## src/rtl/clkpin_pkg.sv

```systemverilog
`timescale 1ns/1ps
package clkpin_pkg;
  localparam int unsigned DEF_WIDTH   = 8;
  localparam int unsigned DEF_CLK_BIT = 6;
  localparam int unsigned DEF_SYNC    = 2;

  typedef enum logic {
    SEL_DATA = 1'b0,
    SEL_DIR  = 1'b1
  } reg_sel_e;
endpackage

```

## src/rtl/clkpin_sync.sv

```systemverilog
`timescale 1ns/1ps
// Multi-stage level synchronizer, one chain per pin.
module clkpin_sync #(
  parameter int unsigned WIDTH  = 8,
  parameter int unsigned STAGES = 2
) (
  input  logic             clk,
  input  logic             rst_n,
  input  logic [WIDTH-1:0] d,
  output logic [WIDTH-1:0] q
);
  logic [WIDTH-1:0] stg [STAGES];

  for (genvar s = 0; s < STAGES; s++) begin : g_stage
    if (s == 0) begin : g_first
      always_ff @(posedge clk or negedge rst_n) begin
        if (!rst_n) stg[0] <= '0;
        else        stg[0] <= d;
      end
    end else begin : g_next
      always_ff @(posedge clk or negedge rst_n) begin
        if (!rst_n) stg[s] <= '0;
        else        stg[s] <= stg[s-1];
      end
    end
  end

  assign q = stg[STAGES-1];
endmodule

```

## src/rtl/clkpin_regs.sv

```systemverilog
`timescale 1ns/1ps
// Direction and data registers. The clock-out bit of the data register
// is masked on write so it stays at its reset value.
module clkpin_regs #(
  parameter int unsigned WIDTH   = 8,
  parameter int unsigned CLK_BIT = 6
) (
  input  logic             clk,
  input  logic             rst_n,
  input  logic             wr_dir,
  input  logic             wr_data,
  input  logic [WIDTH-1:0] wdata,
  output logic [WIDTH-1:0] dir_q,
  output logic [WIDTH-1:0] data_q
);
  localparam logic [WIDTH-1:0] DATA_WMASK = ~(WIDTH'(1) << CLK_BIT);

  always_ff @(posedge clk or negedge rst_n) begin
    if (!rst_n)      dir_q <= '0;
    else if (wr_dir) dir_q <= wdata;
  end

  always_ff @(posedge clk or negedge rst_n) begin
    if (!rst_n)       data_q <= '0;
    else if (wr_data) data_q <= wdata & DATA_WMASK;
  end
endmodule

```

## src/rtl/clkpin_outsel.sv

```systemverilog
`timescale 1ns/1ps
// Per-pin output value selection; the clock bit swaps in clk_src.
module clkpin_outsel #(
  parameter int unsigned WIDTH   = 8,
  parameter int unsigned CLK_BIT = 6
) (
  input  logic [WIDTH-1:0] dir_q,
  input  logic [WIDTH-1:0] data_q,
  input  logic             clk_src,
  output logic [WIDTH-1:0] pin_out,
  output logic [WIDTH-1:0] pin_oe
);
  for (genvar i = 0; i < WIDTH; i++) begin : g_pin
    if (i == CLK_BIT) begin : g_clk
      assign pin_out[i] = dir_q[i] ? clk_src : data_q[i];
    end else begin : g_gp
      assign pin_out[i] = data_q[i];
    end
  end

  assign pin_oe = dir_q;
endmodule

```

## src/rtl/clkpin_rdpath.sv

```systemverilog
`timescale 1ns/1ps
// Read-data composition and the registered read port.
module clkpin_rdpath
  import clkpin_pkg::*;
#(
  parameter int unsigned WIDTH   = 8,
  parameter int unsigned CLK_BIT = 6
) (
  input  logic             clk,
  input  logic             rst_n,
  input  logic             rd_evt,
  input  reg_sel_e         sel,
  input  logic [WIDTH-1:0] dir_q,
  input  logic [WIDTH-1:0] data_q,
  input  logic [WIDTH-1:0] pin_lvl,
  output logic [WIDTH-1:0] rdata
);
  function automatic logic [WIDTH-1:0] port_view(
    input logic [WIDTH-1:0] dir,
    input logic [WIDTH-1:0] data,
    input logic [WIDTH-1:0] pin
  );
    logic [WIDTH-1:0] v;
    for (int i = 0; i < WIDTH; i++) begin
      if (i == CLK_BIT) v[i] = pin[i];
      else              v[i] = dir[i] ? data[i] : pin[i];
    end
    return v;
  endfunction

  logic [WIDTH-1:0] rd_next;

  always_comb begin
    if (sel == SEL_DIR) rd_next = '0;
    else                rd_next = port_view(dir_q, data_q, pin_lvl);
  end

  always_ff @(posedge clk or negedge rst_n) begin
    if (!rst_n)      rdata <= '0;
    else if (rd_evt) rdata <= rd_next;
  end
endmodule

```

## src/rtl/clkpin_port.sv

```systemverilog
`timescale 1ns/1ps
module clkpin_port
  import clkpin_pkg::*;
#(
  parameter int unsigned WIDTH       = DEF_WIDTH,
  parameter int unsigned CLK_BIT     = DEF_CLK_BIT,
  parameter int unsigned SYNC_STAGES = DEF_SYNC
) (
  input  logic             clk,
  input  logic             rst_n,
  input  logic             bus_addr,
  input  logic             bus_wr,
  input  logic             bus_rd,
  input  logic [WIDTH-1:0] bus_wdata,
  output logic [WIDTH-1:0] bus_rdata,
  input  logic             clk_src,
  input  logic [WIDTH-1:0] pin_in,
  output logic [WIDTH-1:0] pin_out,
  output logic [WIDTH-1:0] pin_oe
);
  reg_sel_e         sel;
  logic             wr_dir_evt;
  logic             wr_data_evt;
  logic             rd_evt;
  logic [WIDTH-1:0] sync_lvl;
  logic [WIDTH-1:0] dir_q;
  logic [WIDTH-1:0] data_q;

  assign sel         = reg_sel_e'(bus_addr);
  assign wr_dir_evt  = bus_wr && (sel == SEL_DIR);
  assign wr_data_evt = bus_wr && (sel == SEL_DATA);
  assign rd_evt      = bus_rd;

  clkpin_sync #(.WIDTH(WIDTH), .STAGES(SYNC_STAGES)) u_sync (
    .clk(clk), .rst_n(rst_n), .d(pin_in), .q(sync_lvl)
  );

  clkpin_regs #(.WIDTH(WIDTH), .CLK_BIT(CLK_BIT)) u_regs (
    .clk(clk), .rst_n(rst_n), .wr_dir(wr_dir_evt), .wr_data(wr_data_evt),
    .wdata(bus_wdata), .dir_q(dir_q), .data_q(data_q)
  );

  clkpin_outsel #(.WIDTH(WIDTH), .CLK_BIT(CLK_BIT)) u_outsel (
    .dir_q(dir_q), .data_q(data_q), .clk_src(clk_src),
    .pin_out(pin_out), .pin_oe(pin_oe)
  );

  clkpin_rdpath #(.WIDTH(WIDTH), .CLK_BIT(CLK_BIT)) u_rdpath (
    .clk(clk), .rst_n(rst_n), .rd_evt(rd_evt), .sel(sel), .dir_q(dir_q),
    .data_q(data_q), .pin_lvl(sync_lvl), .rdata(bus_rdata)
  );
endmodule

```

## config.mk

```make
export PLATFORM = sky130hd
export DESIGN_NAME = clkpin_port
export DESIGN_NICKNAME = d
export VERILOG_FILES = /design/src/rtl/clkpin_pkg.sv /design/src/rtl/clkpin_sync.sv /design/src/rtl/clkpin_regs.sv /design/src/rtl/clkpin_outsel.sv /design/src/rtl/clkpin_rdpath.sv /design/src/rtl/clkpin_port.sv
export SDC_FILE = /design/constraint.sdc
export NUM_CORES = 1
export LEC_CHECK = 0
export BUFFER_PORTS_ARGS = -buffer_cell sky130_fd_sc_hd__buf_2
export CORE_UTILIZATION = 34
export DETAILED_ROUTE_END_ITERATION = 10
export PLACE_DENSITY = 0.66
export SLEW_MARGIN = 10
export SYNTH_ARGS = -nofsm -noshare
export SYNTH_HDL_FRONTEND = slang
export SYNTH_HIERARCHICAL = 1
export SYNTH_SLANG_ARGS = --single-unit
```

## constraint.sdc

```tcl
create_clock -name clk -period 1.1 [get_ports clk]
set_input_delay 0.055 -clock clk [delete_from_list [all_inputs] [get_ports clk]]
set_output_delay 0.055 -clock clk [all_outputs]
set_load 0.02 [all_outputs]
```

## After elaboration in Yosys (flattened, before gate mapping)

Cells that the tools add are included.

- Mux-type cells: 9
- Bitwise gates (word level): 1
- Reductions and logical operators: 2

Operators by type and width:

| operator | count |
|---|---|
| $mux 1 | 8 |
| $mux 8 | 1 |
| $logic_and 1x1->1 | 2 |
| $not 1->1 | 1 |

- Flip-flop bits (word level): 39
- Bits of input ports: 22
- Output and inout bits: 24
- Word-level logic and storage cells: 17

## Logic depth before layout (Yosys ltp)

Gate-level depths: netlist of the first run.

- Word-level depth: 2
- Gate-level depth with buffers: 4
- Gate-level depth less buffers: 2

## Cells and area by module

Netlist of the first run, hierarchy kept.

Modules (own cells, without submodules):

| module | times used | cells each | area each (um2) | seq. area each (um2) |
|---|---|---|---|---|
| clkpin_regs | 1 | 34 | 634.4 | 375.4 |
| clkpin_sync | 1 | 24 | 460.4 | 400.4 |
| clkpin_rdpath | 1 | 35 | 436.7 | 200.2 |
| clkpin_outsel | 1 | 16 | 127.6 | 0.0 |
| clkpin_port | 1 | 2 | 16.3 | 0.0 |

## Worst setup path before layout of the first run

No wires, ideal clock.

- Kind: register to register
- Start point: register u_sync.stg (netlist bit u_sync/q[5])
- End point: register u_rdpath.rdata[5]
- Setup time: 0.129 ns
- Arrival time: 0.676 ns
- Data required time: 0.971 ns
- Slack: 0.295 ns
- Stages on the path, launching flop included: 4
- Buffers on the path: 1
- Period minus slack after synthesis: 0.805 ns
- Cell sequence: dfrtp_1 -> buf_4 -> mux2i_1 -> o22ai_2

- Longest elaborated chain between the ends: 2

RTL lines:

| element | line | source |
|---|---|---|
| start, declared | clkpin_sync.sv:12 | `logic [WIDTH-1:0] stg [STAGES];` |
| start signal, assigned by index | clkpin_sync.sv:23 | `else stg[s] <= stg[s-1];` |
| $mux 1 | clkpin_rdpath.sv:26 | `else v[i] = dir[i] ? data[i] : pin[i];` |
| $mux 8 | clkpin_rdpath.sv:34 | `if (sel == SEL_DIR) rd_next = '0;` |
| end signal, assigned | clkpin_rdpath.sv:40 | `else if (rd_evt) rdata <= rd_next;` |
| end, declared | clkpin_rdpath.sv:16 | `output logic [WIDTH-1:0] rdata` |

Every way passes these cells.
A chain may end at the register's enable or synchronous reset.

## Worst setup path after layout of the first run

- Start point: register u_regs.dir_q[6]
- End point: output pin_out[6]

- Longest elaborated chain between the ends: 1

RTL lines:

| element | line | source |
|---|---|---|
| start, declared | clkpin_regs.sv:13 | `output logic [WIDTH-1:0] dir_q,` |
| start signal, assigned | clkpin_regs.sv:20 | `else if (wr_dir) dir_q <= wdata;` |
| $mux 1 | clkpin_outsel.sv:15 | `assign pin_out[i] = dir_q[i] ? clk_src : data_q[i];` |
| end, declared | clkpin_port.sv:18 | `output logic [WIDTH-1:0] pin_out,` |

Every way passes these cells.

==> results.tsv, run 1 <==
stage	metric	value	unit
grt	grt_pass1_vias	949	
sta	fin_setup_tns	-0.0673	ns
final_layout	nFillCells	447	
synthesis	synth_warnings	6	
worst_setup_path	worstPathArrival	1.11	ns
route	firstDrtPassIters	4	
final_layout	layout-drive-gt1-share	54.1	%
worst_setup_path	worstPathMaxFanout	2	
clock_tree	cts_root_buffer	clkbuf_8	
final_layout	synthToLayoutAreaGrowth	18.1	%
worst_setup_path	crit_type	register to output pin	
route	drtIter0Drc	39	
route	drc_errors	0	
synthesis	synth.distinct_cells	13	
power	swShare	28.4	%
run	cap_viol_max_count	0	
synthesis	yosysSeqAreaShare	58.3	%
worst_setup_path	cp.required	1.04	ns
placed_design	portBuffers	45	
power	p_int	0.00237	W
worst_setup_path	end_kind	output pin	
synthesis	syn_area	1680	um^2
clock_tree	clock_latency	0.29	ns
power	pwr-share-seq	50.9	%
grt	grt_pass1_wl	4620	um
route	wl	2830	um
grt	antenna_found_initial	0	
power	total_power	0.00330	W
final_layout	final_common_cell	buf_2	
route	vias_per_cell	4.16	
power	leakagePower	0.977	nW
grt	track_usage	11.9	%
power	clkPwrFrac	28.1	%
grt	grt_overflow	0	
route	vias	895	
sta	max_freq	857	MHz
power	vdd_drop_max	0.000478	V
power	switchingPower	0.000937	W
sta	final-max-slew-violation-count	0	
sta	setup_viol	1	
worst_setup_path	startpoint_type	register	
synthesis	postSynthAreaPerCell	15.1	um^2
synthesis	synthCells	111	
final_layout	num_antenna_cells	0	
synthesis	syn_nets	133	
clock_tree	clock_sinks	39	
final_layout	final_cell_mix	44 x buf_2, 39 x dfrtp_1, 16 x mux2_4	
power	pwr-share-comb	21.1	%
die	die_w	72.2	um
clock_tree	cts_max_level	2	
route	antenna_left	0	
placed_design	place.gp.congestion	0.738	
die	die_area	5210	um^2
clock_tree	clockBufferDepth	2	
die	start_util	35.5	%
clock_tree	numCtsBuffers	5	
clock_tree	cts_tree	built	
sta	rsz0062_at_grt	true	
sta	setup_ws	-0.0673	ns
power	p_per_area	1670	nW/um^2
die	core	4720	um^2
hold_path	hp-class	input port to register	
sta	period_minus_slack	1.17	ns
route	wire_per_inst	13.2	um
sta	hold_viol	0	
sta	post-route-period-util	106	%
outcome	status	finished with violations	
sta	clock_skew	0.0123	ns
placed_design	dpl.hpwl	1890	um
placed_design	pre_cts_slack	0.112	ns
outcome	violations	setup timing	
die	dieHeight	72.2	um
final_layout	layout.nets	169	
synthesis	ys_seq_elements	39	
die	core.rowCount	25	
clock_tree	clk_pin_slew_worst_paths	0.08	ns
die	num_io_pins	46	
grt	grt_max_degree	40	
-- cell type report --
class | instances | area (um^2) | share of cell area [%]
Sequential cell | 39 | 976 | 49.3
Inverter | 8 | 30.0 | 1.52
Clock buffer | 6 | 72.6 | 3.67
Multi-Input combinational cell | 36 | 444 | 22.5
Clock inverter | 2 | 12.5 | 0.633
Timing Repair Buffer | 57 | 359 | 18.2
Tap cell | 67 | 83.8 | 4.24
-- sequential cells by signal, summed over array words and instances (netlist names) --
signal / cells
u_sync/q: 8
u_regs/dir_q: 8
u_rdpath/rdata: 8
u_regs/data_q: 7
u_sync/stg: 8
-- Yosys cell counts --
master,n,area [um^2]
o22ai_2,7,87.6
mux2i_1,7,70.1
nand2b_4,1,13.8
inv_1,8,30.0
nand3b_1,1,7.51
mux2_4,16,240
o21ai_0,1,5.00
and2b_2,1,8.76
conb_1,1,3.75
buf_4,24,180
dfrtp_1,39,976
buf_6,4,45.0
and2_2,1,7.51
-- worst max-delay path, stage by stage, from the launching register on --
cell and delay (ns):
dfrtp_1 0.40, mux2_4 0.31, buf_6 0.13
-- per-layer routing --
layer | share of wire [%] | up-vias | global-route usage, %
met4 | 1.6 | 0 | 5.23
met1 | 45 | 447 | 15.6
met5 | 0 | - | 0
li1 | - | 406 | -
met2 | 47 | 35 | 18.0
met3 | 7.1 | 7 | 4.17
-- metrics by stage --
stage | area [um^2] | instances | hold slack (ns) | utilization, %
finish | 1980 | 215 | 0.00960 | 41.9
global route | 1980 | 215 | 0.00126 | 41.9
CTS | 1980 | 215 | 0.00174 | 41.9
detailed placement | 1780 | 196 | 0.0421 | 37.7
global placement | 1780 | 196 | 0.0358 | 37.7
floorplan | 1680 | 111 | -0.241 | -
-- path summary, 6_finish.rpt --
path / startpoint / end / slack [ns] / cells past startpoint
worst max-delay path: u_regs/dir_q[6]$_DFFE_PN0P_ / pin_out[6] / -0.07 / 2
max in group asynchronous: rst_n / u_rdpath/rdata[3]$_DFFE_PN0P_ / 0.63 / 3
worst min-delay path: bus_wdata[0] / u_regs/data_q[0]$_DFFE_PN0P_ / 0.01 / 2
worst min register to register: u_sync/stg[14]$_DFF_PN0_ / u_sync/q[6]$_DFF_PN0_ / 0.35 / 0
worst max register to register: u_regs/dir_q[6]$_DFFE_PN0P_ / u_regs/dir_q[6]$_DFFE_PN0P_ / 0.20 / 2
min in group asynchronous: rst_n / u_rdpath/rdata[0]$_DFFE_PN0P_ / 0.27 / 3
-- cell families after synthesis --
| group | count (synthesis) | synth area share [%] |
|---|---|---|
| other | 1 | 0.224 |
| AO/OA/AOI/OAI | 8 | 5.53 |
| buffers and inverters | 36 | 15.2 |
| multiplexers | 23 | 18.5 |
| AND/OR/NAND/NOR | 4 | 2.24 |
| flip-flops | 39 | 58.3 |
-- power groups by stage --
stage	clock, W	combinational, W	sequential [W]
2_1_floorplan	0	0.000539	0.00173
3_3_place_gp	0	0.000650	0.00170
3_5_place_dp	0	0.000660	0.00171
4_1_cts	0.000969	0.000704	0.00168
5_1_grt	0.00104	0.000746	0.00170
6_report	0.000927	0.000696	0.00168
-- what timing repair did --
action,4_1_cts,5_1_grt
setup endpoints to repair,1,1
cloned,0,0
setup buffers,1,0
gates resized for setup,2,0
hold endpoints to repair,48,0
hold buffers,10,0
Note: power is estimated with default switching activity, not from simulation.
==> run 2, diff against run 1 <==
--- a/config.mk
+++ b/config.mk
@@ -8,9 +8,8 @@
 export BUFFER_PORTS_ARGS = -buffer_cell sky130_fd_sc_hd__buf_2
 export CORE_UTILIZATION = 34
 export DETAILED_ROUTE_END_ITERATION = 10
-export PLACE_DENSITY = 0.66
+export PLACE_DENSITY = 0.68
 export SLEW_MARGIN = 10
 export SYNTH_ARGS = -nofsm -noshare
 export SYNTH_HDL_FRONTEND = slang
-export SYNTH_HIERARCHICAL = 1
 export SYNTH_SLANG_ARGS = --single-unit
==> results.tsv, run 2 <==
stage	metric	value	unit	change
grt	grt_overflow	0		unchanged
synthesis	synth_top_area_share	71.0	%	+13 points
power	pwr-share-seq	48.5	%	-2.4 points
hold_path	whs_endpoint	u_regs.data_q[1]$_DFFE_PN0P_		
final_layout	layout.cells.non_filler	199		-7.4%
clock_tree	numCtsBuffers	5		unchanged
worst_setup_path	worstRegToRegCells	1		-1
power	p_int	0.00254	W	+7.4%
grt	grt_pass1_wl	4780	um	+3.6%
clock_tree	cts_tree	built		
hold_path	hp-class	input port to register		
sta	period_minus_slack	1.04	ns	-0.123 ns
power	clkPwrFrac	33.8	%	+5.7 points
worst_setup_path	cp.required	1.04	ns	about the same
worst_setup_path	r2r_setup_slack	0.27	ns	+0.07 ns
route	wire_per_inst	14.6	um	+11%
synthesis	postSynthAreaPerCell	16.2	um^2	+7.1%
synthesis	synth_common_cells	39 x dfrtp_1, 9 x inv_1, 8 x mux2_2, 8 x o22ai_1		
final_layout	final_common_cell	buf_2		
synthesis	synth_area_leader_cell	dfrtp_1		
hold_path	hp-start	bus_wdata[1]		
run	cap_viol_max_count	0		unchanged
sta	post-route-period-util	94.9	%	-11 points
synthesis	synth-main-ff-cell	dfrtp_1		
worst_setup_path	end_kind	output pin		
placed_design	portBuffers	45		unchanged
worst_setup_path	timing.rr.start	u_regs.data_q[7]$_DFFE_PN0P_		
synthesis	synth_edf_count	0		unchanged
die	die_area	4300	um^2	-18%
final_layout	multi_input_area	343	um^2	-23%
sta	fin_setup_tns	0	ns	+0.0673 ns
die	start_util	36.4	%	+0.96 points
synthesis	synth.distinct_cells	12		-1
hold_path	holdPathStages	2		unchanged
grt	antenna_found_initial	0		unchanged
synthesis	synth.area.top_cells	dfrtp_1 71%, mux2_4 7.7%, mux2_2 6.6%		
sta	setup_viol	0		-1
final_layout	layout-drive-gt1-share	49.7	%	-4.4 points
sta	max-slew-margin-rel	74.3	%	
final_layout	regArea	976	um^2	unchanged
sta	max_freq	958	MHz	+12%
final_layout	nFillCells	334		-25%
synthesis	async_reset_ff_share	100	%	unchanged
clock_tree	clockBufferDepth	2		unchanged
clock_tree	cts_root_buffer	clkbuf_8		
final_layout	synthToLayoutAreaGrowth	38.2	%	
sta	clock_skew	0.00892	ns	-0.00338 ns
clock_tree	clock_sinks	39		unchanged
route	drc_errors	0		unchanged
outcome	status	finished, final reports clean		
worst_setup_path	worstPathMaxFanout	3		+1
sta	whs	0.0142	ns	+0.00461 ns
power	swShare	26.8	%	-1.6 points
synthesis	yosysSeqAreaShare	71.0	%	+13 points
die	dieHeight	65.6	um	-9.2%
route	firstDrtPassIters	4		unchanged
route	vias_per_cell	4.56		+9.6%
synthesis	syn_area	1370	um^2	-18%
worst_setup_path	worstPathArrival	0.99	ns	-0.12 ns
die	num_io_pins	46		unchanged
route	antenna_left	0		unchanged
placed_design	dpl.hpwl	2010	um	+6.2%
grt	grt_pass1_vias	994		+4.7%
worst_setup_path	r2r_end	u_regs.data_q[7]$_DFFE_PN0P_		
sta	hold_viol	0		unchanged
synthesis	synth_warnings	0		-6
final_layout	fin_util	50.3	%	+8.5 points
power	p_per_area	1830	nW/um^2	+9.5%
worst_setup_path	crit_type	register to output pin		
route	vias	908		+1.5%
clock_tree	cts.hold.buffers_added	9		-1
die	die_w	65.6	um	-9.2%
clock_tree	clk_pin_slew_worst_paths	0.08	ns	about the same
power	total_power	0.00347	W	+5.1%
power	pwr-share-comb	17.7	%	-3.4 points
die	core	3770	um^2	-20%
final_layout	final_cell_mix	45 x buf_2, 39 x dfrtp_1, 11 x dlygate4sd3_1		
clock_tree	cts_max_level	2		unchanged
die	core.rowCount	22		-12%
clock_tree	clock_latency	0.29	ns	about the same
clock_tree	cts_resized	0		-2
final_layout	layout.nets	172		+1.8%
power	switchingPower	0.000929	W	-0.88%
worst_setup_path	startpoint_type	register		
placed_design	dp_cells	180		-8.2%
sta	final-max-slew-violation-count	0		unchanged
route	drtIter0Drc	37		-5.1%
clock_tree	post_cts_buffers	0		-1
power	leakagePower	0.954	nW	-2.3%
power	vdd_drop_max	0.00103	V	+120%
synthesis	synthCells	85		-23%
final_layout	num_antenna_cells	0		unchanged
grt	track_usage	15.4	%	+3.5 points
placed_design	place.gp.congestion	0.723		-2.0%
grt	grt_max_degree	24		-40%
route	wl	2900	um	+2.7%
synthesis	yosysMostFrequentCell	dfrtp_1		
synthesis	syn_nets	107		-20%
sta	tightestPinTransition	0.385	ns	
synthesis	ys_seq_elements	39		unchanged
sta	rsz0062_at_grt	false		
-- run 2: cell count changes in the layout (fill, tap and decap cells not counted), moves of 4 or more --
| cell | delta |
|---|---|
| buf_4 | +4 |
| mux2_2 | +8 |
| mux2_4 | -9 |
| o22ai_1 | +8 |
| o22ai_2 | -7 |
-- run 2: power by group through the flow --
stage               clock network [W]  registers, W  logic, W
global placement                    0       0.00170  0.000576
global route                  0.00126       0.00170  0.000660
detailed placement                  0       0.00171  0.000592
finish                        0.00117       0.00168  0.000616
floorplan                           0       0.00184  0.000206
CTS                           0.00119       0.00168  0.000618
-- run 2: cell families (layout without fill, tap and decap cells) --
group	count (synthesis)	count (layout)	synth area share [%]
and+or+nand+nor	4	4	2.00
DFF	39	39	71.0
muxes	22	22	19.3
buffers and inverters	12	78	4.01
AOI/OAI and AO/OA	8	8	3.64
-- run 2: worst max-delay path by stage --
stage | startpoint | endpoint | cells past startpoint
6_report | u_regs.dir_q[6]$_DFFE_PN0P_ | pin_out[6] | 2
2_1_floorplan | u_regs.dir_q[0]$_DFFE_PN0P_ | u_regs.dir_q[0]$_DFFE_PN0P_ | 1
3_3_place_gp | bus_wr | u_regs.data_q[2]$_DFFE_PN0P_ | 4
3_5_place_dp | bus_wr | u_regs.data_q[7]$_DFFE_PN0P_ | 4
5_1_grt | u_regs.dir_q[6]$_DFFE_PN0P_ | pin_out[6] | 2
4_1_cts | u_regs.dir_q[6]$_DFFE_PN0P_ | pin_out[6] | 2
-- run 2: cell type report --
class	count	share of cell area (%)
clock buffer	5	3.63
clock inverter	3	2.31
inverter	9	1.78
multi-input combinational	34	18.1
sequential	39	51.4
tap	48	3.16
timing repair buffer	61	19.6
-- run 2: metrics by stage --
step	area, um^2	worst slack [ns]
after floorplan	1370	0.247
after global placement	1680	0.223
after detailed placement	1680	0.205
after CTS	1880	0.0467
after global routing	1900	0.0109
final	1900	0.0561
-- run 2: metal layers --
metal | vias to the layer above | share of wire (%) | global-route usage [%]
met5 | - | 0 | 0
li1 | 414 | - | -
met4 | 0 | 0.72 | 3.26
met1 | 465 | 43 | 18.1
met3 | 3 | 5.0 | 5.21
met2 | 26 | 51 | 27.2
-- run 2: worst max-delay path, cell delays in order (launching register included) --
cell	delay (ns)
dfrtp_1	0.40
and2_1	0.16
buf_2	0.15
==> run 3, diff against run 2 <==
--- a/config.mk
+++ b/config.mk
@@ -9,6 +9,8 @@
 export CORE_UTILIZATION = 34
 export DETAILED_ROUTE_END_ITERATION = 10
 export PLACE_DENSITY = 0.68
+export RECOVER_POWER = 50
+export REMOVE_ABC_BUFFERS = 1
 export SLEW_MARGIN = 10
 export SYNTH_ARGS = -nofsm -noshare
 export SYNTH_HDL_FRONTEND = slang
==> constraint.sdc (replaced) <==
create_clock -name clk -period 1.15 [get_ports clk]
set_input_delay 0.0575 -clock clk [delete_from_list [all_inputs] [get_ports clk]]
set_output_delay 0.0575 -clock clk [all_outputs]
set_load 0.02 [all_outputs]
==> results.tsv, run 3 (synthesized netlist as in run 2, its figures left out) <==
stage	metric	value	unit	change
final_layout	final_common_cell	buf_2		
die	start_util	36.4	%	unchanged
hold_path	whs_endpoint	u_regs.data_q[0]$_DFFE_PN0P_		
route	dr_wl_met2	1300	um	-13%
die	core.rowCount	22		unchanged
placed_design	place.gp.congestion	0.713		-1.4%
die	num_io_pins	46		unchanged
clock_tree	cts_resized	0		unchanged
die	core	3770	um^2	unchanged
power	vdd_drop_max	0.000861	V	-17%
final_layout	synthToLayoutAreaGrowth	33.4	%	
die	die_w	65.6	um	unchanged
final_layout	final_cell_mix	44 x buf_2, 39 x dfrtp_1, 10 x dlygate4sd3_1		
sta	hold_viol	0		unchanged
route	wire_per_inst	13.4	um	-8.4%
sta	period_minus_slack	1.03	ns	
route	vias	843		-7.2%
clock_tree	clock_latency	0.28	ns	about the same
route	firstDrtPassIters	3		-1
sta	setup_viol	0		unchanged
sta	post-route-period-util	89.9	%	
die	die_area	4300	um^2	unchanged
worst_setup_path	r2r_end	u_rdpath.rdata[5]$_DFFE_PN0P_		
route	wl	2580	um	-11%
sta	final-max-slew-violation-count	0		unchanged
sta	tightestPinTransition	0.559	ns	+0.174 ns
grt	grt_pass1_vias	886		-11%
placed_design	portBuffers	45		unchanged
worst_setup_path	end_kind	output pin		
final_layout	num_antenna_cells	0		unchanged
clock_tree	cts_tree	built		
route	top_layer	met4		
sta	setup_ws	0.116	ns	+0.0596 ns
grt	track_usage	14.0	%	-1.4 points
placed_design	dpl.hpwl	1780	um	-11%
route	vias_per_cell	4.37		-4.3%
clock_tree	cts_root_buffer	clkbuf_8		
clock_tree	numCtsBuffers	5		unchanged
power	p_per_area	1680	nW/um^2	-8.3%
final_layout	layout.nets	167		-2.9%
sta	max_freq	967	MHz	
route	antenna_left	0		unchanged
clock_tree	clock_sinks	39		unchanged
power	leakagePower	0.919	nW	-3.7%
route	drtIter0Drc	7		-81%
sta	max-slew-margin-rel	62.6	%	-12 points
run	cap_viol_max_count	0		unchanged
worst_setup_path	startpoint_type	register		
worst_setup_path	worstPathMaxFanout	3		unchanged
sta	fin_setup_tns	0	ns	unchanged
worst_setup_path	worstPathArrival	0.98	ns	about the same
grt	grt_pass1_wl	4330	um	-9.4%
clock_tree	clk_pin_slew_worst_paths	0.07	ns	about the same
hold_path	hp-class	input port to register		
worst_setup_path	timing.rr.start	u_regs.dir_q[5]$_DFFE_PN0P_		
route	met1_length	1100	um	-12%
final_layout	layout-drive-gt1-share	48.3	%	-1.4 points
route	drc_errors	0		unchanged
worst_setup_path	r2r_setup_slack	0.34	ns	+0.07 ns
final_layout	regArea	976	um^2	unchanged
placed_design	pre_cts_slack	0.0268	ns	-0.178 ns
hold_path	hp-start	bus_wdata[0]		
grt	antenna_found_initial	0		unchanged
route	wl_met3	149	um	+2.1%
grt	grt_max_degree	25		+4.2%
clock_tree	clockBufferDepth	2		unchanged
worst_setup_path	crit_type	register to output pin		
sta	clock_skew	0.00304	ns	-0.00588 ns
final_layout	multi_input_area	343	um^2	unchanged
worst_setup_path	worstRegToRegCells	2		+1
die	dieHeight	65.6	um	unchanged
worst_setup_path	cp.required	1.09	ns	+0.05 ns
grt	grt_overflow	0		unchanged
clock_tree	cts_max_level	2		unchanged
sta	rsz0062_at_grt	false		
final_layout	nFillCells	332		-0.60%
outcome	status	finished, final reports clean		
hold_path	holdPathStages	2		unchanged
## run 3: cell types whose count changed in the layout (fill, tap and decap cells not counted)
cell           delta
buf_2             -1
buf_4             -5
bufinv_16         -1
clkbuf_2          +1
clkbuf_4          +1
clkbuf_8          +1
clkinv_4          -1
dlygate4sd3_1     -1
## run 3: where the power goes
| part | internal [W] | switching, W | total [W] |
|---|---|---|---|
| clock network | 0.000470 | 0.000431 | 0.000901 |
| registers | 0.00151 | 0.0000940 | 0.00161 |
| logic | 0.000264 | 0.000304 | 0.000568 |
## run 3: final cells by class
type,instances,share of cell area [%]
Sequential cell,39,53.2
Multi-Input combinational cell,34,18.7
Timing Repair Buffer,56,18.2
Clock buffer,6,4.51
Tap cell,48,3.28
Inverter,9,1.84
Clock inverter,1,0.273
## run 3: metal layers
metal  GRT usage (%)  up-vias
met5               0        -
met1            16.5      409
li1                -      403
met4            4.89        0
met2            23.6       27
met3            5.03        4
## run 3: worst max-delay path: stages (launching register included)
cell and delay, ns:
dfrtp_1 0.39, and2_1 0.15, buf_2 0.15
## run 3: through the flow
step	utilization (%)	cells	instance area (um^2)	power, W	hold WS [ns]
finish	48.6	193	1830	0.00307	0.0143
global route	48.6	193	1830	0.00323	0.00287
CTS	48.9	193	1850	0.00312	0.00955
detailed placement	44.0	176	1660	0.00219	-0.00356
global placement	44.0	176	1660	0.00217	-0.0148
floorplan	-	82	1350	0.00195	-0.238
## run 3: how the worst max path moves through the flow
stage / to / cells past startpoint / slack (ns) / start
2_1_floorplan: u_regs.data_q[0]$_DFFE_PN0P_ / 2 / 0.27 / bus_wr
3_3_place_gp: u_regs.data_q[2]$_DFFE_PN0P_ / 3 / 0.07 / bus_addr
3_5_place_dp: u_regs.data_q[4]$_DFFE_PN0P_ / 3 / 0.03 / bus_addr
4_1_cts: pin_out[6] / 2 / 0.11 / u_regs.dir_q[6]$_DFFE_PN0P_
5_1_grt: u_sync.stg[9]$_DFF_PN0_ / 3 / 0.06 / rst_n
6_report: pin_out[6] / 2 / 0.12 / u_regs.dir_q[6]$_DFFE_PN0P_
## run 3: what timing repair did
| action | in CTS | in global routing |
|---|---|---|
| hold buffers | 10 | 0 |
| endpoints found under the hold margin | 24 | 0 |
| buffers inserted | 0 | 0 |
